[src/rtl/aperture_xlate_pkg.sv]
package aperture_xlate_pkg;

  localparam int unsigned PAGE_LOG    = 16;
  localparam int unsigned DIR_MIN_LOG = 12;

  typedef enum logic [1:0] {
    CFG_LUT    = 2'd0,
    CFG_DCTRL  = 2'd1,
    CFG_DSIZE  = 2'd2,
    CFG_DXLATE = 2'd3
  } cfg_kind_e;

endpackage

[src/rtl/aperture_xlate_lut.sv]
module aperture_xlate_lut
  import aperture_xlate_pkg::*;
#(
  parameter int unsigned LUT_N  = 4,
  parameter int unsigned OUT_W  = 40,
  parameter int unsigned PART_W = 3,
  localparam int unsigned IDX_W  = $clog2(LUT_N),
  localparam int unsigned BASE_W = OUT_W - PAGE_LOG
) (
  input  logic                clk,
  input  logic                rst_n,
  input  logic                wr_en,
  input  logic [IDX_W-1:0]    wr_idx,
  input  logic [63:0]         wr_data,
  input  logic [IDX_W-1:0]    rd_idx,
  input  logic [PAGE_LOG-1:0] rd_page_off,
  output logic                rd_hit,
  output logic [OUT_W-1:0]    rd_addr,
  output logic [PART_W-1:0]   rd_part
);

  typedef struct packed {
    logic              en;
    logic [PART_W-1:0] part;
    logic [BASE_W-1:0] base;
  } entry_t;

  entry_t ent_q [LUT_N];
  entry_t ent_d [LUT_N];
  entry_t sel;

  // next state: only the addressed entry changes
  always_comb begin
    for (int i = 0; i < LUT_N; i++) begin
      ent_d[i] = ent_q[i];
    end
    if (wr_en) begin
      ent_d[wr_idx].en   = wr_data[0];
      ent_d[wr_idx].part = wr_data[PART_W:1];
      ent_d[wr_idx].base = wr_data[OUT_W-1:PAGE_LOG];
    end
  end

  always_ff @(posedge clk or negedge rst_n) begin
    if (!rst_n) begin
      for (int i = 0; i < LUT_N; i++) begin
        ent_q[i] <= '0;
      end
    end else if (wr_en) begin
      for (int i = 0; i < LUT_N; i++) begin
        ent_q[i] <= ent_d[i];
      end
    end
  end

  always_comb begin
    sel     = ent_q[rd_idx];
    rd_hit  = sel.en;
    rd_addr = {sel.base, rd_page_off};
    rd_part = sel.part;
  end

endmodule

[src/rtl/aperture_xlate_direct.sv]
module aperture_xlate_direct
  import aperture_xlate_pkg::*;
#(
  parameter int unsigned APER_W  = 20,
  parameter int unsigned OUT_W   = 40,
  parameter int unsigned PART_W  = 3,
  parameter int unsigned REG_LOG = 18
) (
  input  logic              clk,
  input  logic              rst_n,
  input  logic              ctrl_we,
  input  logic              size_we,
  input  logic              xlate_we,
  input  logic [63:0]       wr_data,
  input  logic [APER_W-1:0] lk_off,
  output logic              lk_hit,
  output logic [OUT_W-1:0]  lk_addr,
  output logic [PART_W-1:0] lk_part,
  output logic              size_err
);

  localparam logic [APER_W-1:0] REGION = {{(APER_W-1){1'b0}}, 1'b1} << REG_LOG;

  logic             en_q, en_d;
  logic             ok_q, ok_d;
  logic [5:0]       log_q, log_d;
  logic [OUT_W-1:0] xl_q, xl_d;
  logic             err_q, err_d;
  logic             reg_ce;

  logic [5:0]        log_w;
  logic [63:0]       shape_w;
  logic              shape_ok, range_ok;
  logic [APER_W-1:0] diff;
  logic [63:0]       mask64;
  logic [OUT_W-1:0]  mask;
  logic              past_lut, in_win;

  assign log_w    = wr_data[5:0];
  assign shape_w  = (64'd1 << log_w) | {58'd0, log_w};
  assign shape_ok = (wr_data == shape_w);
  assign range_ok = (log_w >= 6'(DIR_MIN_LOG)) && (log_w <= 6'(REG_LOG));
  assign reg_ce   = ctrl_we | size_we | xlate_we;

  always_comb begin
    en_d  = en_q;
    ok_d  = ok_q;
    log_d = log_q;
    xl_d  = xl_q;
    err_d = err_q;
    if (ctrl_we) en_d = wr_data[0];
    if (xlate_we) xl_d = wr_data[OUT_W-1:0];
    if (size_we) begin
      if (wr_data == 64'd0) begin
        ok_d = 1'b0;
      end else if (shape_ok && range_ok) begin
        ok_d  = 1'b1;
        log_d = log_w;
      end else begin
        ok_d  = 1'b0;
        en_d  = 1'b0;
        err_d = 1'b1;
      end
    end
  end

  always_ff @(posedge clk or negedge rst_n) begin
    if (!rst_n) begin
      en_q  <= 1'b0;
      ok_q  <= 1'b0;
      log_q <= 6'd0;
      xl_q  <= '0;
      err_q <= 1'b0;
    end else if (reg_ce) begin
      en_q  <= en_d;
      ok_q  <= ok_d;
      log_q <= log_d;
      xl_q  <= xl_d;
      err_q <= err_d;
    end
  end

  // lookup
  assign past_lut = (lk_off >= REGION);
  assign diff     = lk_off - REGION;
  assign in_win   = ((diff >> log_q) == '0);
  assign mask64   = (64'd1 << log_q) - 64'd1;
  assign mask     = mask64[OUT_W-1:0];
  assign lk_hit   = en_q && ok_q && past_lut && in_win;
  assign lk_addr  = (xl_q & ~mask) | (OUT_W'(diff) & mask);
  assign lk_part  = xl_q[PART_W-1:0];
  assign size_err = err_q;

  AST_LOW_LOG_REJECT: assert property (@(posedge clk) disable iff (!rst_n)
    size_we && (wr_data != 64'd0) && (wr_data[5:0] < 6'd12) |=> size_err && !lk_hit);
  AST_ERR_STICKY: assert property (@(posedge clk) disable iff (!rst_n)
    size_err |=> size_err);
  AST_ZERO_SIZE_QUIET: assert property (@(posedge clk) disable iff (!rst_n)
    size_we && (wr_data == 64'd0) && !size_err |=> !size_err && !lk_hit);

endmodule

[src/rtl/aperture_xlate.sv]
module aperture_xlate
  import aperture_xlate_pkg::*;
#(
  parameter int unsigned APER_W = 20,
  parameter int unsigned LUT_N  = 4,
  parameter int unsigned OUT_W  = 40,
  parameter int unsigned PART_W = 3,
  localparam int unsigned IDX_W   = $clog2(LUT_N),
  localparam int unsigned REG_LOG = PAGE_LOG + IDX_W
) (
  input  logic              clk,
  input  logic              rst_n,
  input  logic              cfg_we,
  input  logic [1:0]        cfg_kind,
  input  logic [IDX_W-1:0]  cfg_idx,
  input  logic [63:0]       cfg_wdata,
  output logic              cfg_err,
  input  logic              acc_valid,
  input  logic [APER_W-1:0] acc_offset,
  output logic              rsp_valid,
  output logic              rsp_hit,
  output logic [OUT_W-1:0]  rsp_addr,
  output logic [PART_W-1:0] rsp_part
);

  // reset synchronizer: asynchronous assert, synchronous release
  logic rst_meta_q, rst_sync_q, rst_int_n;
  always_ff @(posedge clk or negedge rst_n) begin
    if (!rst_n) begin
      rst_meta_q <= 1'b0;
      rst_sync_q <= 1'b0;
    end else begin
      rst_meta_q <= 1'b1;
      rst_sync_q <= rst_meta_q;
    end
  end
  assign rst_int_n = rst_sync_q;

  cfg_kind_e kind;
  logic      lut_we, ctrl_we, size_we, xlate_we;
  assign kind     = cfg_kind_e'(cfg_kind);
  assign lut_we   = cfg_we && (kind == CFG_LUT);
  assign ctrl_we  = cfg_we && (kind == CFG_DCTRL);
  assign size_we  = cfg_we && (kind == CFG_DSIZE);
  assign xlate_we = cfg_we && (kind == CFG_DXLATE);

  logic              in_lut;
  logic              lut_hit, dir_hit;
  logic [OUT_W-1:0]  lut_addr, dir_addr;
  logic [PART_W-1:0] lut_part, dir_part;

  assign in_lut = (acc_offset[APER_W-1:REG_LOG] == '0);

  aperture_xlate_lut #(
    .LUT_N (LUT_N),
    .OUT_W (OUT_W),
    .PART_W(PART_W)
  ) u_lut (
    .clk        (clk),
    .rst_n      (rst_int_n),
    .wr_en      (lut_we),
    .wr_idx     (cfg_idx),
    .wr_data    (cfg_wdata),
    .rd_idx     (acc_offset[REG_LOG-1:PAGE_LOG]),
    .rd_page_off(acc_offset[PAGE_LOG-1:0]),
    .rd_hit     (lut_hit),
    .rd_addr    (lut_addr),
    .rd_part    (lut_part)
  );

  aperture_xlate_direct #(
    .APER_W (APER_W),
    .OUT_W  (OUT_W),
    .PART_W (PART_W),
    .REG_LOG(REG_LOG)
  ) u_dir (
    .clk     (clk),
    .rst_n   (rst_int_n),
    .ctrl_we (ctrl_we),
    .size_we (size_we),
    .xlate_we(xlate_we),
    .wr_data (cfg_wdata),
    .lk_off  (acc_offset),
    .lk_hit  (dir_hit),
    .lk_addr (dir_addr),
    .lk_part (dir_part),
    .size_err(cfg_err)
  );

  // response stage
  logic              vld_q, vld_d;
  logic              hit_q, hit_d;
  logic [OUT_W-1:0]  addr_q, addr_d;
  logic [PART_W-1:0] part_q, part_d;

  always_comb begin
    vld_d  = acc_valid;
    hit_d  = in_lut ? lut_hit : dir_hit;
    addr_d = '0;
    part_d = '0;
    if (hit_d) begin
      addr_d = in_lut ? lut_addr : dir_addr;
      part_d = in_lut ? lut_part : dir_part;
    end
  end

  always_ff @(posedge clk or negedge rst_int_n) begin
    if (!rst_int_n) begin
      vld_q <= 1'b0;
    end else begin
      vld_q <= vld_d;
    end
  end

  always_ff @(posedge clk or negedge rst_int_n) begin
    if (!rst_int_n) begin
      hit_q  <= 1'b0;
      addr_q <= '0;
      part_q <= '0;
    end else if (acc_valid) begin
      hit_q  <= hit_d;
      addr_q <= addr_d;
      part_q <= part_d;
    end
  end

  assign rsp_valid = vld_q;
  assign rsp_hit   = hit_q;
  assign rsp_addr  = addr_q;
  assign rsp_part  = part_q;

  AST_RSP_FOLLOWS: assert property (@(posedge clk) disable iff (!rst_int_n)
    acc_valid |=> rsp_valid);
  AST_RSP_IDLE: assert property (@(posedge clk) disable iff (!rst_int_n)
    !acc_valid |=> !rsp_valid);
  AST_MISS_ZERO: assert property (@(posedge clk) disable iff (!rst_int_n)
    rsp_valid && !rsp_hit |-> (rsp_addr == '0) && (rsp_part == '0));
  AST_PAGE_BITS_KEPT: assert property (@(posedge clk) disable iff (!rst_int_n)
    acc_valid && in_lut && lut_hit |=> rsp_hit && (rsp_addr[PAGE_LOG-1:0] == $past(acc_offset[PAGE_LOG-1:0])));

endmodule

[config.mk]
export PLATFORM = sky130hd
export DESIGN_NAME = aperture_xlate
export DESIGN_NICKNAME = d
export VERILOG_FILES = /design/src/rtl/aperture_xlate_pkg.sv /design/src/rtl/aperture_xlate_lut.sv /design/src/rtl/aperture_xlate_direct.sv /design/src/rtl/aperture_xlate.sv
export SDC_FILE = /design/constraint.sdc
export NUM_CORES = 1
export LEC_CHECK = 0
export CAP_MARGIN = 20
export CELL_PAD_IN_SITES_DETAIL_PLACEMENT = 1
export CELL_PAD_IN_SITES_GLOBAL_PLACEMENT = 1
export CORE_MARGIN = 1
export CORE_UTILIZATION = 42
export CTS_CLUSTER_SIZE = 12
export DETAILED_ROUTE_END_ITERATION = 10
export PLACE_DENSITY = 0.86
export SYNTH_ARGS = -nofsm -noshare
export SYNTH_HDL_FRONTEND = slang
export SYNTH_HIERARCHICAL = 1
export SYNTH_SLANG_ARGS = --single-unit
[constraint.sdc]
create_clock -name clk -period 6 [get_ports clk]
set_input_delay 1.8 -clock clk [delete_from_list [all_inputs] [get_ports clk]]
set_output_delay 1.8 -clock clk [all_outputs]
set_load 0.02 [all_outputs]
After elaboration in Yosys (flattened, before gate mapping):

Index checks and enable logic that the tools add are counted.
Widths: inputs -> output; s select.

* eq/ne operators: 4
* bitwise operators: 11
* reductions and logical operators: 18
* shift-type cells: 3
* magnitude comparators: 6
* muxes and demuxes: 23
* $add $sub $neg: 2

Operators with widths (count)
* $bwmux 112: 3
* $demux 28 s2: 3
* $mux 28: 3
* $mux 40: 2
* $eq 64x64->1: 1
* $logic_not 64->1: 1
* $or 64x6->64: 1
* $shl 1x6->64 const A: 1
* $bmux 28 s2: 1
* $and 20x40->40: 1
* $and 40x40->40: 1
* $not 40->40: 1
* $or 40x40->40: 1
* $shl 1x6->40 const A: 1
* $sub 40x1->40 const B: 1
* $mux 27: 1
* $mux 24: 1
* $ge 20x19->1 const B: 1
* $logic_not 20->1: 1
* $shr 20x6->20: 1
* $sub 20x19->20 const B: 1
* $logic_and 1x1->1: 10
* $reduce_and 4->1: 2
* $mux 1: 7
* 12 further kinds: 20

* output and inout port bits: 46
* flip-flop bits (word level): 208
* bits of input ports: 92
* word-level logic and storage cells: 90

Logic depth before layout (Yosys ltp):

* word-level depth: 8
* depth in mapped cells: 14
* mapped depth without buffers: 12

Modules after synthesis:

Netlist, hierarchy kept.

Modules (own cells, without submodules)
* aperture_xlate_lut: instances 1, area an instance 5361.4 µm², seq. area each 2802.7 µm², cells each 289
* aperture_xlate_direct: instances 1, area an instance 4762.1 µm², seq. area each 1226.2 µm², cells each 588
* aperture_xlate: instances 1, area an instance 2682.6 µm², seq. area each 1176.1 µm², cells each 266

Least setup slack after synthesis:

Ideal clock, no wire load.

* path kind: input port to flip-flop
* start point: in cfg_wdata[1]
* end point: reg u_dir.log_q[0]
* stages: 9
* setup time: 125 ps
* arrival time: 4467 ps
* buffers on the path: 2
* data required time: 5875 ps
* path slack: 1409 ps
* cells stage by stage: buf_6 or4b_1 buf_2 o31ai_4 nand4_1 or4_1 or4_4 nor4_4 mux2_2

* word-level cells in the longest chain between the ends: 5
* elaborated cells on any way between the ends: 10
* classes of those cells: order compare: 2; eq/ne: 1; shift: 1; bitwise: 2; reduce/logical: 4

RTL lines
* start: declaration: line aperture_xlate.sv:16 `input logic [63:0] cfg_wdata,`
* $shl 1x6->64: line aperture_xlate_direct.sv:40 `assign shape_w = (64'd1 << log_w) | {58'd0, log_w};`
* $or 64x6->64: line aperture_xlate_direct.sv:40
* $eq 64x64->1: line aperture_xlate_direct.sv:41 `assign shape_ok = (wr_data == shape_w);`
* $logic_and 1x1->1: line aperture_xlate_direct.sv:56 `end else if (shape_ok && range_ok) begin`
* $reduce_and 4->1 (no line) *
* end signal: assignment: line aperture_xlate_direct.sv:77 `log_q <= log_d;`
* end: declaration: line aperture_xlate_direct.sv:26 `logic [5:0] log_q, log_d;`

Every way passes the cells marked *; elsewhere a longest branch is shown, timed or not.
A chain may end at the register's enable or synchronous reset.

Worst setup path after layout:

* start point: in cfg_wdata[3]
* end point: reg u_dir.log_q[3]

* word-level cells in the longest chain between the ends: 5
* elaborated cells on any way between the ends: 10
* classes of those cells: order compare: 2; eq/ne: 1; shift: 1; bitwise: 2; reduce/logical: 4

RTL lines (line)
* $shl 1x6->64: aperture_xlate_direct.sv:40
* $or 64x6->64: aperture_xlate_direct.sv:40
* $eq 64x64->1: aperture_xlate_direct.sv:41
* $logic_and 1x1->1: aperture_xlate_direct.sv:56
* $reduce_and 4->1 (no line)

Several ways; a longest one is shown, not always the timed one.

==> impl_metrics.csv <==
group,metric,value,unit
floorplanning,die_w,177,microns
placed_design,portBuffers,137,
final_layout,multi_input_area,6770,sq um
floorplanning,core_area,29800,sq um
timing,fin_crit,5.10,ns
timing,worst_slack,0.902,ns
global_routing,antenna_found_initial,2,
synthesis,ys_ff_latch,208,
timing,timing.final.crit_share,0.850,
timing,setup_violations,0,
timing,slew_headroom,0.257,
min_path,worstHoldPathType,"flip-flop to flip-flop",
final_layout,antenna_cells,0,
routing,ant_nets,0,
routing,drc,0,
synthesis,yosys.area_share.simple,0.159,
synthesis,yosys.area_share.adder,0.00195,
status,status,"finished clean",
global_routing,grt.total_usage,0.292,
placed_design,dp_hpwl,30.0,mm
synthesis,postSynth.asyncResetShare,1.00,
clocking,post_cts_buffers,0,
synthesis,yosysTopAreaCellShare,0.406,
worst_setup_path,worstPathRequired,6.40,ns
synthesis,ys_top_cells_by_area,"dfrtp_1 41%, mux2_2 10%, mux2_4 7.0%",
final_layout,num-fill-cells,3153,
synthesis,yosys.area_share.xor_xnor,0.00274,
routing,vias,10540,
synthesis,synth_area,12800,sq um
clocking,cts_buffers,23,
synthesis,synth-edff-count,0,
worst_setup_path,crit_path_start_kind,"input pin",
floorplanning,pin_count,138,
global_routing,grt-ovfl-total,0,
routing,viasPerCell,6.51,
worst_setup_path,cp_cell_sequence,"clkdlybuf4s50_1 > buf_4 > nand4b_1 > mux2i_1 > nand4_1 > or4_1 > or4_4 > nor4_4 > mux2_2",
synthesis,synth_flop_cell,"dfrtp_1",
timing,worst_pin_slew,1.12,ns
routing,initialDrtViolationCount,869,
global_routing,grt_pass1_vias,10880,
worst_setup_path,arrival,5.50,ns
worst_setup_path,cp_max_fo,22,
placed_design,dp_slack,0.422,ns
floorplanning,initial_core_util,0.430,
final_layout,layout_common_cells,"207 x dfrtp_1, 133 x clkdlybuf4s50_1, 116 x mux2_2, 84 x nor2_1, 60 x mux2_4",
synthesis,syn-mean-instance-area,11.2,sq um
floorplanning,floorplan.die_area,31200,sq um
clocking,clkLatencyLatePin,0.53,ns
synthesis,syn_nets,1237,
clocking,cts_max_path_buffers,3,
timing,clock_skew,0.0220,ns
worst_setup_path,crit_type,"input pin to flip-flop",
placed_design,place.gp.congestion,0.965,
final_layout,seqCellArea,5210,sq um
min_path,min_from,"rst_meta_q$_DFF_PN0_",
synthesis,synth-compound-area-share,0.133,
final_layout,syn_to_final_growth,16.1,%
worst_setup_path,critPathMaxStageDelay,0.73,ns
worst_setup_path,critPathSlowestCell,"clkdlybuf4s50_1",
timing,setup_tns,0,ns
synthesis,yosys_warnings,6,
clocking,root_buffer,"clkbuf_16",
synthesis,yosysSeqAreaShare,0.406,
final_layout,drive_above_1_share,0.229,
synthesis,synth_top_family_by_area,"multiplexers",
routing,wl,45.1,mm
clocking,ctsHoldBuffers,0,
synthesis,muxShareOfSynthArea,0.231,
timing,hold_viol_final,0,
synthesis,yosysUniqueCellTypes,80,
routing,wl_per_cell,27.9,microns
pwr,cellLeakagePower,5.97,nW
timing,maxSlewViolCount,0,
final_layout,final_common_cell,"dfrtp_1",
pwr,finalPower,4.08,mW
clocking,cts_resized,0,
global_routing,grt_max_degree,142,
clocking,ctsHtreeMaxLevel,1,
pwr,peakVddDrop,0.176,mV
timing,fin_hold_ws,0.372,ns
final_layout,fin_nets,1312,
worst_setup_path,setup.worst_path.start,"cfg_wdata[3]",
pwr,power_density,275,nW/um^2
flow_run,maxCapViolCount,0,
global_routing,grt_pass1_wl,69.0,mm
worst_setup_path,critPathCaptureType,"flip-flop",
clocking,cts.sinks,208,
worst_setup_path,worstReg2RegStart,"u_dir/log_q[4]$_DFFE_PN0P_",
final_layout,post-route-util,0.499,
floorplanning,num_rows,63,
floorplanning,fp.dieH,177,microns
synthesis,synth_cells,1143,
clocking,cts_tree,"yes",
timing,maxClockFrequency,0.196,GHz
timing,rsz0062_at_grt,"no",
routing,dr.pass1.iters,5,
clocking,clkTransAtPathRegs,0.06,ns
synthesis,synth_area_leader_cell,"dfrtp_1",
final timing paths:
| kind | endpoint | slack (ns) | cells past startpoint |
|---|---|---|---|
| max | u_dir/log_q[3]$_DFFE_PN0P_ | 0.90 | 9 |
| min | rst_int_n$_DFF_PN0_ | 0.37 | 0 |
| max reg2reg | rsp_addr[18]$_DFFE_PN0P_ | 1.65 | 12 |
| min reg2reg | rst_int_n$_DFF_PN0_ | 0.37 | 0 |
| max in group asynchronous | rsp_addr[5]$_DFFE_PN0P_ | 4.25 | 1 |
| min in group asynchronous | u_lut/ent_q[1]$_DFFE_PN0P_ | 0.45 | 0 |
Yosys cell counts (10+ instances only):
cell type and instances:
a21oi_1 41, a31oi_1 48, buf_1 10, buf_2 18
buf_4 21, buf_6 11, clkbuf_1 51, dfrtp_1 208
inv_1 15, mux2_2 116, mux2_4 60, mux4_2 19
nand2_1 56, nand2b_1 12, nand4_1 12, nand4bb_1 47
nor2_1 84, nor2b_1 10, nor4_1 18, o211ai_1 47
o21ai_0 41, or3_1 11
worst max-delay path: cells and delay by family:
kind          cells  cell delay [ns]
simple gates      5             1.96
mux               2             0.67
buf+inv           2             1.06
layer usage:
metal  share of wire  vias to the layer above  routed length, microns  GRT usage
li1                -                     4478                       -          -
met1            0.41                     5448                   18600      0.389
met2            0.48                      507                   21600      0.481
met3           0.066                      107                    2970     0.0363
met4           0.042                        0                    1890      0.119
met5               0                        -                       0          0
through the flow:
stage / cells / cell area [sq um]
after floorplan: 1143 / 12800
after global placement: 1582 / 14100
after detailed placement: 1583 / 14100
after CTS: 1619 / 14900
after global routing: 1619 / 14900
final: 1619 / 14900
power breakdown:
group	switching, mW	total, mW	internal (mW)
clock	0.588	1.39	0.806
sequential	0.172	1.83	1.65
combinational	0.396	0.862	0.466
total	1.16	4.08	2.92
cell type report:
class | instances | share of cell area
sequential | 208 | 0.350
multi-input combinational | 798 | 0.456
timing repair buffer | 171 | 0.109
tap | 390 | 0.0328
inverter | 16 | 0.00404
clock buffer | 32 | 0.0444
clock inverter | 4 | 0.00404
state kept, by name, summed over array words and instances (netlist names):
register and count:
rsp_hit 1, u_lut/ent_q 112, u_dir/log_q 6, u_dir/size_err 1, u_dir/en_q 1, rst_meta_q 1, u_dir/ok_q 1, rsp_part 3
rsp_addr 40, u_dir/xl_q 40, rst_int_n 1, rsp_valid 1
kinds of logic after synthesis:
group | Yosys count
simple gates | 325
compound gates | 254
mux | 212
flops | 208
buf+inv | 137
xor+xnor | 4
fa+ha+maj | 2
other cells | 1
Power figures use the tool's default switching activity.
